### src/rtl/tcc_pkg.sv
// Shared mode codes, register addresses and mode classification helpers
// for the timer capture/compare/PWM channel.
package tcc_pkg;

    typedef logic [3:0] mode_t;

    localparam mode_t MODE_OFF        = 4'b0000;
    localparam mode_t MODE_CMP_TOGGLE = 4'b0010;
    localparam mode_t MODE_CAP_FALL   = 4'b0100;
    localparam mode_t MODE_CAP_RISE   = 4'b0101;
    localparam mode_t MODE_CAP_RISE4  = 4'b0110;
    localparam mode_t MODE_CAP_RISE16 = 4'b0111;
    localparam mode_t MODE_CMP_SET    = 4'b1000;
    localparam mode_t MODE_CMP_CLEAR  = 4'b1001;
    localparam mode_t MODE_CMP_NOTIFY = 4'b1010;

    localparam logic [2:0] ADDR_CTRL   = 3'd0;
    localparam logic [2:0] ADDR_VAL_LO = 3'd1;
    localparam logic [2:0] ADDR_VAL_HI = 3'd2;
    localparam logic [2:0] ADDR_DUTY   = 3'd3;
    localparam logic [2:0] ADDR_STAT   = 3'd4;

    // True for the four capture codes.
    function automatic logic is_capture(mode_t m);
        return m[3:2] == 2'b01;
    endfunction

    // True for the four PWM codes.
    function automatic logic is_pwm(mode_t m);
        return m[3:2] == 2'b11;
    endfunction

    // True for the compare codes.
    function automatic logic is_compare(mode_t m);
        return (m == MODE_CMP_TOGGLE) || (m == MODE_CMP_SET) ||
               (m == MODE_CMP_CLEAR)  || (m == MODE_CMP_NOTIFY);
    endfunction

    // True where the channel owns the pin driver.
    function automatic logic drives_pin(mode_t m);
        return (m == MODE_CMP_TOGGLE) || (m == MODE_CMP_SET) ||
               (m == MODE_CMP_CLEAR)  || is_pwm(m);
    endfunction

endpackage

### src/rtl/tcc_pin_sync.sv
// Pin synchroniser and edge detector.
// Brings an asynchronous pin into the clock domain through STAGES flops.
// It keeps one more flop of history and flags single-cycle rising and
// falling edges. It assumes the pin holds each level for at least one clock.
module tcc_pin_sync #(
    parameter int STAGES = 2
) (
    input  logic clk,
    input  logic rst_n,
    input  logic pin_i,
    output logic rise_o,
    output logic fall_o
);
    logic [STAGES:0] shift_q;

    // Shift the pin through the synchroniser and the history flop.
    always_ff @(posedge clk) begin
        if (!rst_n) shift_q <= '0;
        else        shift_q <= {shift_q[STAGES-1:0], pin_i};
    end

    assign rise_o = shift_q[STAGES-1] & ~shift_q[STAGES];
    assign fall_o = ~shift_q[STAGES-1] & shift_q[STAGES];
endmodule

### src/rtl/tcc_capture.sv
// Capture event generator.
// Turns synchronised pin edges into capture strobes according to the mode.
// For the prescaled modes it counts rising edges and strobes on the last
// edge of each group. The count restarts whenever clr_i is high or the
// mode is not a prescaled one.
module tcc_capture
    import tcc_pkg::*;
#(
    parameter int SHORT_DIV = 4,
    parameter int LONG_DIV  = 16
) (
    input  logic  clk,
    input  logic  rst_n,
    input  mode_t mode_i,
    input  logic  clr_i,
    input  logic  rise_i,
    input  logic  fall_i,
    output logic  hit_o
);
    localparam int CW = $clog2(LONG_DIV);

    logic [CW-1:0] cnt_q;
    logic          prescaled;
    logic          last;

    assign prescaled = (mode_i == MODE_CAP_RISE4) || (mode_i == MODE_CAP_RISE16);
    assign last      = (mode_i == MODE_CAP_RISE4) ? (cnt_q == CW'(SHORT_DIV - 1))
                                                  : (cnt_q == CW'(LONG_DIV - 1));

    // Count rising edges inside a prescaler group.
    always_ff @(posedge clk) begin
        if (!rst_n)                 cnt_q <= '0;
        else if (clr_i || !prescaled) cnt_q <= '0;
        else if (rise_i)            cnt_q <= last ? '0 : cnt_q + 1'b1;
    end

    // Choose which edge produces a capture.
    always_comb begin
        unique case (mode_i)
            MODE_CAP_FALL:   hit_o = fall_i;
            MODE_CAP_RISE:   hit_o = rise_i;
            MODE_CAP_RISE4,
            MODE_CAP_RISE16: hit_o = rise_i & last & ~clr_i;
            default:         hit_o = 1'b0;
        endcase
    end
endmodule

### src/rtl/tcc_compare.sv
// Compare matcher and output latch.
// A match is the first cycle in which the timer equals the reference.
// The output latch is set, cleared or inverted on a match. entry_i marks
// the first cycle of a new mode, and then the forcing modes preset the
// latch instead of reacting to a match. The off mode clears everything.
module tcc_compare
    import tcc_pkg::*;
#(
    parameter int TMR_W = 16
) (
    input  logic             clk,
    input  logic             rst_n,
    input  mode_t            mode_i,
    input  logic             entry_i,
    input  logic [TMR_W-1:0] tmr_i,
    input  logic [TMR_W-1:0] ref_i,
    output logic             hit_o,
    output logic             level_o
);
    logic equal;
    logic equal_q;

    assign equal = (tmr_i == ref_i);
    assign hit_o = is_compare(mode_i) & equal & ~equal_q;

    // Remember last cycle's equality so a held match counts once.
    always_ff @(posedge clk) begin
        if (!rst_n || mode_i == MODE_OFF) equal_q <= 1'b0;
        else                              equal_q <= equal;
    end

    // Update the output latch from the mode entry or a match.
    always_ff @(posedge clk) begin
        if (!rst_n || mode_i == MODE_OFF)            level_o <= 1'b0;
        else if (entry_i && mode_i == MODE_CMP_SET)   level_o <= 1'b0;
        else if (entry_i && mode_i == MODE_CMP_CLEAR) level_o <= 1'b1;
        else if (hit_o) begin
            unique case (mode_i)
                MODE_CMP_TOGGLE: level_o <= ~level_o;
                MODE_CMP_SET:    level_o <= 1'b1;
                MODE_CMP_CLEAR:  level_o <= 1'b0;
                default:         level_o <= level_o;
            endcase
        end
    end
endmodule

### src/rtl/tcc_pwm.sv
// PWM generator.
// It builds a fine-grained count from the external period timer and a
// local FINE_W-bit sub-count, which assumes the period timer steps every
// 2**FINE_W clocks in step with the wrap strobe. The duty is latched at
// each wrap. The output goes high after the wrap and drops when the count
// equals the latched duty.
module tcc_pwm #(
    parameter int PER_W  = 8,
    parameter int FINE_W = 2
) (
    input  logic                    clk,
    input  logic                    rst_n,
    input  logic                    en_i,
    input  logic [PER_W-1:0]        per_i,
    input  logic                    wrap_i,
    input  logic [PER_W+FINE_W-1:0] duty_i,
    output logic                    pwm_o
);
    localparam int DUTY_W = PER_W + FINE_W;

    logic [FINE_W-1:0] fine_q;
    logic [FINE_W-1:0] fine_now;
    logic [DUTY_W-1:0] duty_buf_q;
    logic [DUTY_W-1:0] count;

    assign fine_now = wrap_i ? '0 : fine_q;
    assign count    = {per_i, fine_now};

    // Advance the sub-count, realigned at every wrap.
    always_ff @(posedge clk) begin
        if (!rst_n || !en_i) fine_q <= '0;
        else                 fine_q <= fine_now + 1'b1;
    end

    // Latch the duty at the wrap, then drive the output edges.
    always_ff @(posedge clk) begin
        if (!rst_n || !en_i) begin
            duty_buf_q <= '0;
            pwm_o      <= 1'b0;
        end else if (wrap_i) begin
            duty_buf_q <= duty_i;
            pwm_o      <= (duty_i != '0);
        end else if (count == duty_buf_q) begin
            pwm_o      <= 1'b0;
        end
    end
endmodule

### src/rtl/tcc_channel.sv
// Timer channel top: register port, holding register, event flag and pin mux.
// The submodules provide capture strobes, compare matches and PWM.
// A mode change is seen one clock after the write, through mode_prev_q.
// Captures take priority over software writes to the holding register.
module tcc_channel
    import tcc_pkg::*;
#(
    parameter int TMR_W  = 16,
    parameter int PER_W  = 8,
    parameter int FINE_W = 2,
    parameter int SYNC_N = 2
) (
    input  logic             clk,
    input  logic             rst_n,
    input  logic [TMR_W-1:0] tmr_cnt,
    input  logic [PER_W-1:0] per_cnt,
    input  logic             per_wrap,
    input  logic             pin_in,
    input  logic             reg_wr,
    input  logic [2:0]       reg_addr,
    input  logic [7:0]       reg_wdata,
    output logic [7:0]       reg_rdata,
    output logic             pin_out,
    output logic             pin_oe,
    output logic             irq_flag
);
    localparam int DUTY_W = PER_W + FINE_W;
    localparam int DC_LSB = 4;

    mode_t             mode_q, mode_prev_q;
    logic [FINE_W-1:0] dc_lo_q;
    logic [TMR_W-1:0]  cap_val;
    logic [PER_W-1:0]  duty_hi_q;
    logic              mode_chg;
    logic              rise, fall, cap_hit, cmp_hit, cmp_level, pwm_level;
    logic              wr_ctrl, wr_lo, wr_hi, wr_duty, wr_clr;

    assign wr_ctrl  = reg_wr && reg_addr == ADDR_CTRL;
    assign wr_lo    = reg_wr && reg_addr == ADDR_VAL_LO;
    assign wr_hi    = reg_wr && reg_addr == ADDR_VAL_HI;
    assign wr_duty  = reg_wr && reg_addr == ADDR_DUTY;
    assign wr_clr   = reg_wr && reg_addr == ADDR_STAT && reg_wdata[0];
    assign mode_chg = (mode_q != mode_prev_q);

    // Control register: mode and low duty bits.
    always_ff @(posedge clk) begin
        if (!rst_n) begin
            mode_q  <= MODE_OFF;
            dc_lo_q <= '0;
        end else if (wr_ctrl) begin
            mode_q  <= reg_wdata[3:0];
            dc_lo_q <= reg_wdata[DC_LSB +: FINE_W];
        end
    end

    // Delayed mode copy for mode-entry detection.
    always_ff @(posedge clk) begin
        if (!rst_n) mode_prev_q <= MODE_OFF;
        else        mode_prev_q <= mode_q;
    end

    // Upper duty register.
    always_ff @(posedge clk) begin
        if (!rst_n)       duty_hi_q <= '0;
        else if (wr_duty) duty_hi_q <= reg_wdata[PER_W-1:0];
    end

    // Holding register: a capture wins over a byte write.
    always_ff @(posedge clk) begin
        if (!rst_n)       cap_val <= '0;
        else if (cap_hit) cap_val <= tmr_cnt;
        else if (wr_lo)   cap_val[7:0] <= reg_wdata;
        else if (wr_hi)   cap_val[TMR_W-1:8] <= reg_wdata[TMR_W-9:0];
    end

    // Sticky event flag: a new event wins over a clear.
    always_ff @(posedge clk) begin
        if (!rst_n)                 irq_flag <= 1'b0;
        else if (cap_hit || cmp_hit) irq_flag <= 1'b1;
        else if (wr_clr)            irq_flag <= 1'b0;
    end

    tcc_pin_sync #(.STAGES(SYNC_N)) u_sync (
        .clk(clk), .rst_n(rst_n), .pin_i(pin_in), .rise_o(rise), .fall_o(fall)
    );

    tcc_capture #(.SHORT_DIV(4), .LONG_DIV(16)) u_cap (
        .clk(clk), .rst_n(rst_n), .mode_i(mode_q), .clr_i(mode_chg),
        .rise_i(rise), .fall_i(fall), .hit_o(cap_hit)
    );

    tcc_compare #(.TMR_W(TMR_W)) u_cmp (
        .clk(clk), .rst_n(rst_n), .mode_i(mode_q), .entry_i(mode_chg),
        .tmr_i(tmr_cnt), .ref_i(cap_val), .hit_o(cmp_hit), .level_o(cmp_level)
    );

    tcc_pwm #(.PER_W(PER_W), .FINE_W(FINE_W)) u_pwm (
        .clk(clk), .rst_n(rst_n), .en_i(is_pwm(mode_q)), .per_i(per_cnt),
        .wrap_i(per_wrap), .duty_i({duty_hi_q, dc_lo_q}), .pwm_o(pwm_level)
    );

    // Pin mux: PWM, the compare latch, or idle low.
    always_comb begin
        pin_oe = drives_pin(mode_q);
        if (is_pwm(mode_q))  pin_out = pwm_level;
        else if (pin_oe)     pin_out = cmp_level;
        else                 pin_out = 1'b0;
    end

    // Register readback.
    always_comb begin
        unique case (reg_addr)
            ADDR_CTRL:   reg_rdata = {2'b00, dc_lo_q, mode_q};
            ADDR_VAL_LO: reg_rdata = cap_val[7:0];
            ADDR_VAL_HI: reg_rdata = 8'(cap_val >> 8);
            ADDR_DUTY:   reg_rdata = 8'(duty_hi_q);
            ADDR_STAT:   reg_rdata = {7'd0, irq_flag};
            default:     reg_rdata = 8'd0;
        endcase
    end
endmodule

### config.mk
export PLATFORM = sky130hd
export DESIGN_NAME = tcc_channel
export DESIGN_NICKNAME = d
export VERILOG_FILES = /design/src/rtl/tcc_pkg.sv /design/src/rtl/tcc_pin_sync.sv /design/src/rtl/tcc_capture.sv /design/src/rtl/tcc_compare.sv /design/src/rtl/tcc_pwm.sv /design/src/rtl/tcc_channel.sv
export SDC_FILE = /design/constraint.sdc
export NUM_CORES = 1
export LEC_CHECK = 0
export ABC_AREA = 1
export BUFFER_PORTS_ARGS = -buffer_cell sky130_fd_sc_hd__buf_2
export CAP_MARGIN = 25
export CORE_MARGIN = 2
export CORE_UTILIZATION = 57
export DETAILED_ROUTE_END_ITERATION = 10
export PLACE_DENSITY = 0.85
export SYNTH_ARGS = -nofsm -noshare
export SYNTH_HDL_FRONTEND = slang
export SYNTH_HIERARCHICAL = 1
export SYNTH_SLANG_ARGS = --single-unit
export TNS_END_PERCENT = 50
### constraint.sdc
create_clock -name clk -period 2.3 [get_ports clk]
set_input_delay 0.46 -clock clk [delete_from_list [all_inputs] [get_ports clk]]
set_output_delay 0.46 -clock clk [all_outputs]
set_load 0.01 [all_outputs]
Word-level counts from Yosys, hierarchy flattened:

Index checks and enable logic that the tools add are counted.

* add/subtract/negate cells: 2
* eq/ne operators: 19
* reduce and logical (&&, ||, !) cells: 34
* muxes and demuxes: 18
* bitwise gates (word level): 12

Operators by type and width (number)
* 8-bit one-hot mux with 5 select lines: 1
* 8-bit 2-to-1 mux: 3
* 16-bit == test: 1
* 4-bit by 3-bit == test with 1-bit output (second input constant): 4
* 4-bit == test (second input constant): 4
* 16-bit 2-to-1 mux: 1
* 10-bit == test: 1
* 10-bit nonzero test: 1
* 2-bit nonzero test: 5
* 1-bit logical OR: 9
* 1-bit 2-to-1 mux: 9
* 4-bit by 2-bit == test with 1-bit output (second input constant): 2
* 1-bit logical AND: 8
* 1-bit AND: 6
* 3-bit by 2-bit == test with 1-bit output (second input constant): 2
* 1-bit NOT: 6
* 1-bit one-hot mux with 3 select lines: 2
* 2-bit OR reduction: 3
* 4-bit by 1-bit adder with 4-bit output (second input constant): 1
* 4-bit logical NOT: 1
* 4-bit 2-to-1 mux: 1
* 4-bit != test: 1
* 2-bit AND reduction: 2
* 4-bit nonzero test: 1
* 8 further kinds: 10

* register bits: 57
* bits of input ports: 40

Longest topological paths before layout:

* depth in word-level cells: 8
* mapped depth: 14

Cells and area by module:

The synthesis kept the hierarchy.

By module, submodules not included
* tcc_channel: instances 1, area an instance 1773.0 µm², cells each 275
* tcc_pwm: instances 1, area an instance 715.7 µm², cells each 106
* tcc_compare: instances 1, area an instance 486.7 µm², cells each 110
* tcc_capture: instances 1, area an instance 276.5 µm², cells each 39
* tcc_pin_sync: instances 1, area an instance 100.1 µm², cells each 13

Worst setup path before layout:

No wires, ideal clock.

* path kind: register to register
* start: register mode_q[0]
* end: register cap_val[11]
* library setup time: 0.113 ns
* path buffers: 2
* arrival time: 1.928 ns
* setup slack: 0.259 ns
* required time: 2.187 ns
* stages on the path, launching flop included: 14
* path through: dfxtp_1 -> xnor2_1 -> nand4_1 -> inv_1 -> nand3_1 -> nand3b_1 -> nand2_1 -> buf_4 -> clkinv_1 -> buf_2 -> nand2_1 -> nand2_1 -> nor2_1 -> nor2_1

* elaborated cells on any way between the ends: 15
* classes of those cells: 6 x eq/ne; 3 x mux; 3 x bitwise; 3 x reduce/logical

RTL lines
* start: declaration: line tcc_channel.sv:30 `mode_t mode_q, mode_prev_q;`
* start signal: assignment: line tcc_channel.sv:51 `mode_q <= reg_wdata[3:0];`
* 4-bit != test *: line tcc_channel.sv:43 `assign mode_chg = (mode_q != mode_prev_q);`
* via mode_chg: line tcc_channel.sv:34 `logic mode_chg;`
* 1-bit NOT *: line tcc_capture.sv:43 `MODE_CAP_RISE16: hit_o = rise_i & last & ~clr_i;`
* 1-bit AND *: line tcc_capture.sv:43
* 1-bit one-hot mux with 3 select lines *: line tcc_capture.sv:39 `unique case (mode_i)`
* via cap_hit: line tcc_channel.sv:35 `logic rise, fall, cap_hit, cmp_hit, cmp_level, pwm_level;`
* 2-bit != test (no line) or 2-bit nonzero test (tied branches)
* 2-bit AND reduction (no line)
* end signal: assignment: line tcc_channel.sv:71 `else if (cap_hit) cap_val <= tmr_cnt;`
* end signal: indexed assignment: line tcc_channel.sv:73 `else if (wr_hi) cap_val[TMR_W-1:8] <= reg_wdata[TMR_W-9:0];`
* end: declaration: line tcc_channel.sv:32 `logic [TMR_W-1:0] cap_val;`

Mark *: on every way through the listed nets, which the timed path passes. The rest lies on a longest branch.
A chain may end at the register's enable or synchronous reset.

Worst setup path after layout:

* start: input port reg_addr[0]
* end: output port reg_rdata[7]

* cells in the longest elaborated chain, start to end: 2
* elaborated cells on any way between the ends: 6
* classes of those cells: 4 x eq/ne; 1 x mux; 1 x reduce/logical

RTL lines
* start: declaration: line tcc_channel.sv:20 `input logic [2:0] reg_addr,`
* 3-bit == test (tied with other cells): line tcc_channel.sv:112 `unique case (reg_addr)`
* 8-bit one-hot mux with 5 select lines *: line tcc_channel.sv:112
* end: declaration: line tcc_channel.sv:22 `output logic [7:0] reg_rdata,`

Mark *: on every way between the ends. The rest lies on a longest branch, timed or not.

==> run metrics <==
Avg Inst Size Synth=between 6 and 7 sq um; TritonRoute pass-1 iters=4; worst IR drop on VDD=435 uV; Tmin final=2060 ps; share of cells above drive strength 1=17.3%; Power Total=about 2400 uW; Net count, final=around 640; worst setup margin=241 ps; Synth Register Bits=57; worst reg2reg endpoint=cap_val[13]$_SDFFE_PN0P_; top cells by area, synth=dfxtp_1, nand2_1, nor2_1; cts bufs inserted=9; dpl ws=276 ps; Clock Path Buffers=2; die footprint=~0.0065 sq mm; crit-path max cell delay=530 ps; most common cell after layout, fill and taps aside=nand2_1; clk_lat worst skew=340 ps; DP Area=0.00370 sq mm; CTS Root Cell=clkbuf_8; post-route clock period utilization=89.5%; Synth Flop Type=dfxtp_1; Post-Synthesis Cells=543; gpl congestion=0.890; sequential fraction of the synthesis area=34.0%; Mapped Nets=584; initial antenna violation count=0; Synth area leader=dfxtp_1; Routed WL per cell=12.2 um; largest net degree at the start of global routing=22; slew margin rel.=60.2%; critical path endpoint category=output pin; slowest stage cell on the critical path=nor3_2; Routed WL=roughly 8300 um; worst min path class=primary input to register; Sink Count=57; slew of the pin with the lowest slew margin=594 ps; vias post-DR=3,529; row cnt=27; worst reg2reg path startpoint=mode_q[2]$_SDFFE_PN0P_; Antenna Nets Post-Route=0; Core ar.=0.00561 sq mm; H-tree depth=3; critical path cell sequence=buf_2, nor3_2, nand2_1, o211ai_1, buf_2; drt initial violations=roughly 210; max cap viols=0; Final Max Slew Viols=0; Max Clk Rate=between 0.4 and 0.5 GHz; yosys warns=6; Critical Path Fanout Max=8; worst endpoint required time=between 1500 and 2000 ps; vias in the first global route=approximately 3,200; Hold Fails Final Rpt=0; Antenna diodes=0; Worst setup SP type=primary input; Cell variety after synth=35; leak pwr=0.00198 uW; # DRC=0; Hold Path Sink=u_sync/shift_q[0]$_SDFF_PN0_; area grow syn2layout=17.8%; I/O Pins=51; vias per cell=5.20; grt ovf=0; IO Port Bufs=50; Clock Pin Slew Worst Setup and Hold Paths=~60 ps; asr flop ratio synth=0%; Post-synth EDFFs=0; CP bufs+invs=2; final setup vio count=0; CTS tree=yes; die width=80.7 um; commonest non-fill, non-tap cells in the layout=nand2_1, nor2_1, inv_1, dfxtp_1, buf_2; Top cell by count, worst path=buf_2; crit path kind=primary input to output pin; clk_skew=9.30 ps; cell family with most CP delay=simple AND/OR/NAND/NOR gates; hpwl dp=6130 um; slack of the worst reg-to-reg path=240 ps; first-pass GRT wire length=13,900 um; hold path depth=3; Synth top area share=34.0%; Worst Min Path Start=pin_in; Initial Util=59.8%; design area=0.00395 sq mm; total global-route track usage=27.6%; Mapped Area=0.00335 sq mm; die height=80.7 um; CP Data Arrival Time=1600 ps; status=complete, no violations; Reg2Reg Depth=12; post-CTS setup repair buffer count=0; P per Cell Area=615 mW/mm^2
power by group:
part           switching [uW]  internal, uW
registers                20.7          1010
clock network             409           748
logic                     154          89.1
total                     583          1850
final cells by class:
type	count	area [sq um]
flip-flops and latches	57	1140
fillers	494	1660
clock inverters	5	103
repair buffers	57	315
well taps	72	90.1
inverters	84	319
multi-input cells	393	1840
clock buffers	11	141
through the flow:
| step | utilization, % | std cells | hold WS [ps] | setup TNS, ps |
|---|---|---|---|---|
| after floorplan | - | 543 | 386 | 0 |
| after detailed placement | 66.0 | 663 | 404 | 0 |
| after global placement | 66.0 | 663 | 403 | 0 |
| after CTS | 70.3 | 679 | 312 | 0 |
| final | 70.4 | 679 | 318 | 0 |
| after global routing | 70.4 | 679 | 336 | -5.22 |
routing by layer:
layer / global-route usage [%] / share of wire (%) / vias up
met5: 0 / 0 / -
met2: 45.9 / 47 / 141
li1: - / - / 1807
met1: 33.5 / 43 / 1556
met4: 14.9 / 2.8 / 0
met3: 5.28 / 7.2 / 25
registers in the layout, indices dropped and copies added, names as in the netlist:
register and flops:
cap_val 16, u_pwm/duty_buf_q 10, duty_hi_q 8, mode_prev_q 4, mode_q 4, u_cap/cnt_q 4
u_sync/shift_q 3, dc_lo_q 2, u_pwm/fine_q 2, irq_flag 1, u_cmp/equal_q 1, u_cmp/level_o 1
u_pwm/pwm_o 1
worst reg2reg max path: cells and delay by family, from the launching register on:
kind                   cells  cell delay (ps)
flip-flops                 1              400
AND/OR/NAND/NOR            8              860
XOR/XNOR                   1              150
buffers and inverters      3              540
cells in the mapped netlist (6+ instances only):
master	n
a21oi_2	7
a21oi_1	18
nor2_1	79
inv_2	9
xnor2_1	7
nand3_1	18
nor2_4	6
o21ai_1	8
inv_1	73
dfxtp_1	57
nand3b_1	9
nand4_1	10
o21ai_0	16
nand2_1	189
how the worst max path moves through the flow:
stage / startpoint / endpoint / cells past startpoint
finish: reg_addr[0] / reg_rdata[7] / 5
global route: mode_q[2]$_SDFFE_PN0P_ / cap_val[4]$_SDFFE_PN0P_ / 12
CTS: mode_q[2]$_SDFFE_PN0P_ / cap_val[13]$_SDFFE_PN0P_ / 12
detailed placement: mode_q[2]$_SDFFE_PN0P_ / cap_val[13]$_SDFFE_PN0P_ / 12
global placement: reg_addr[0] / reg_rdata[0] / 9
floorplan: mode_q[0]$_SDFFE_PN0P_ / cap_val[11]$_SDFFE_PN0P_ / 13
kinds of logic after synthesis:
group	Yosys count	share of synthesized area, %
and+or+nand+nor	326	42.1
DFF	57	34.0
adders and majority gates	1	0.373
buffers and inverters	93	11.1
AOI/OAI and AO/OA	56	9.74
xor gates and xnor gates	10	2.61
what timing repair did:
item	4_1_cts	5_1_grt
resized for setup	0	1
setup endpoints to repair	0	2
hold buffers	0	0
(Power assumes the default switching activity.)
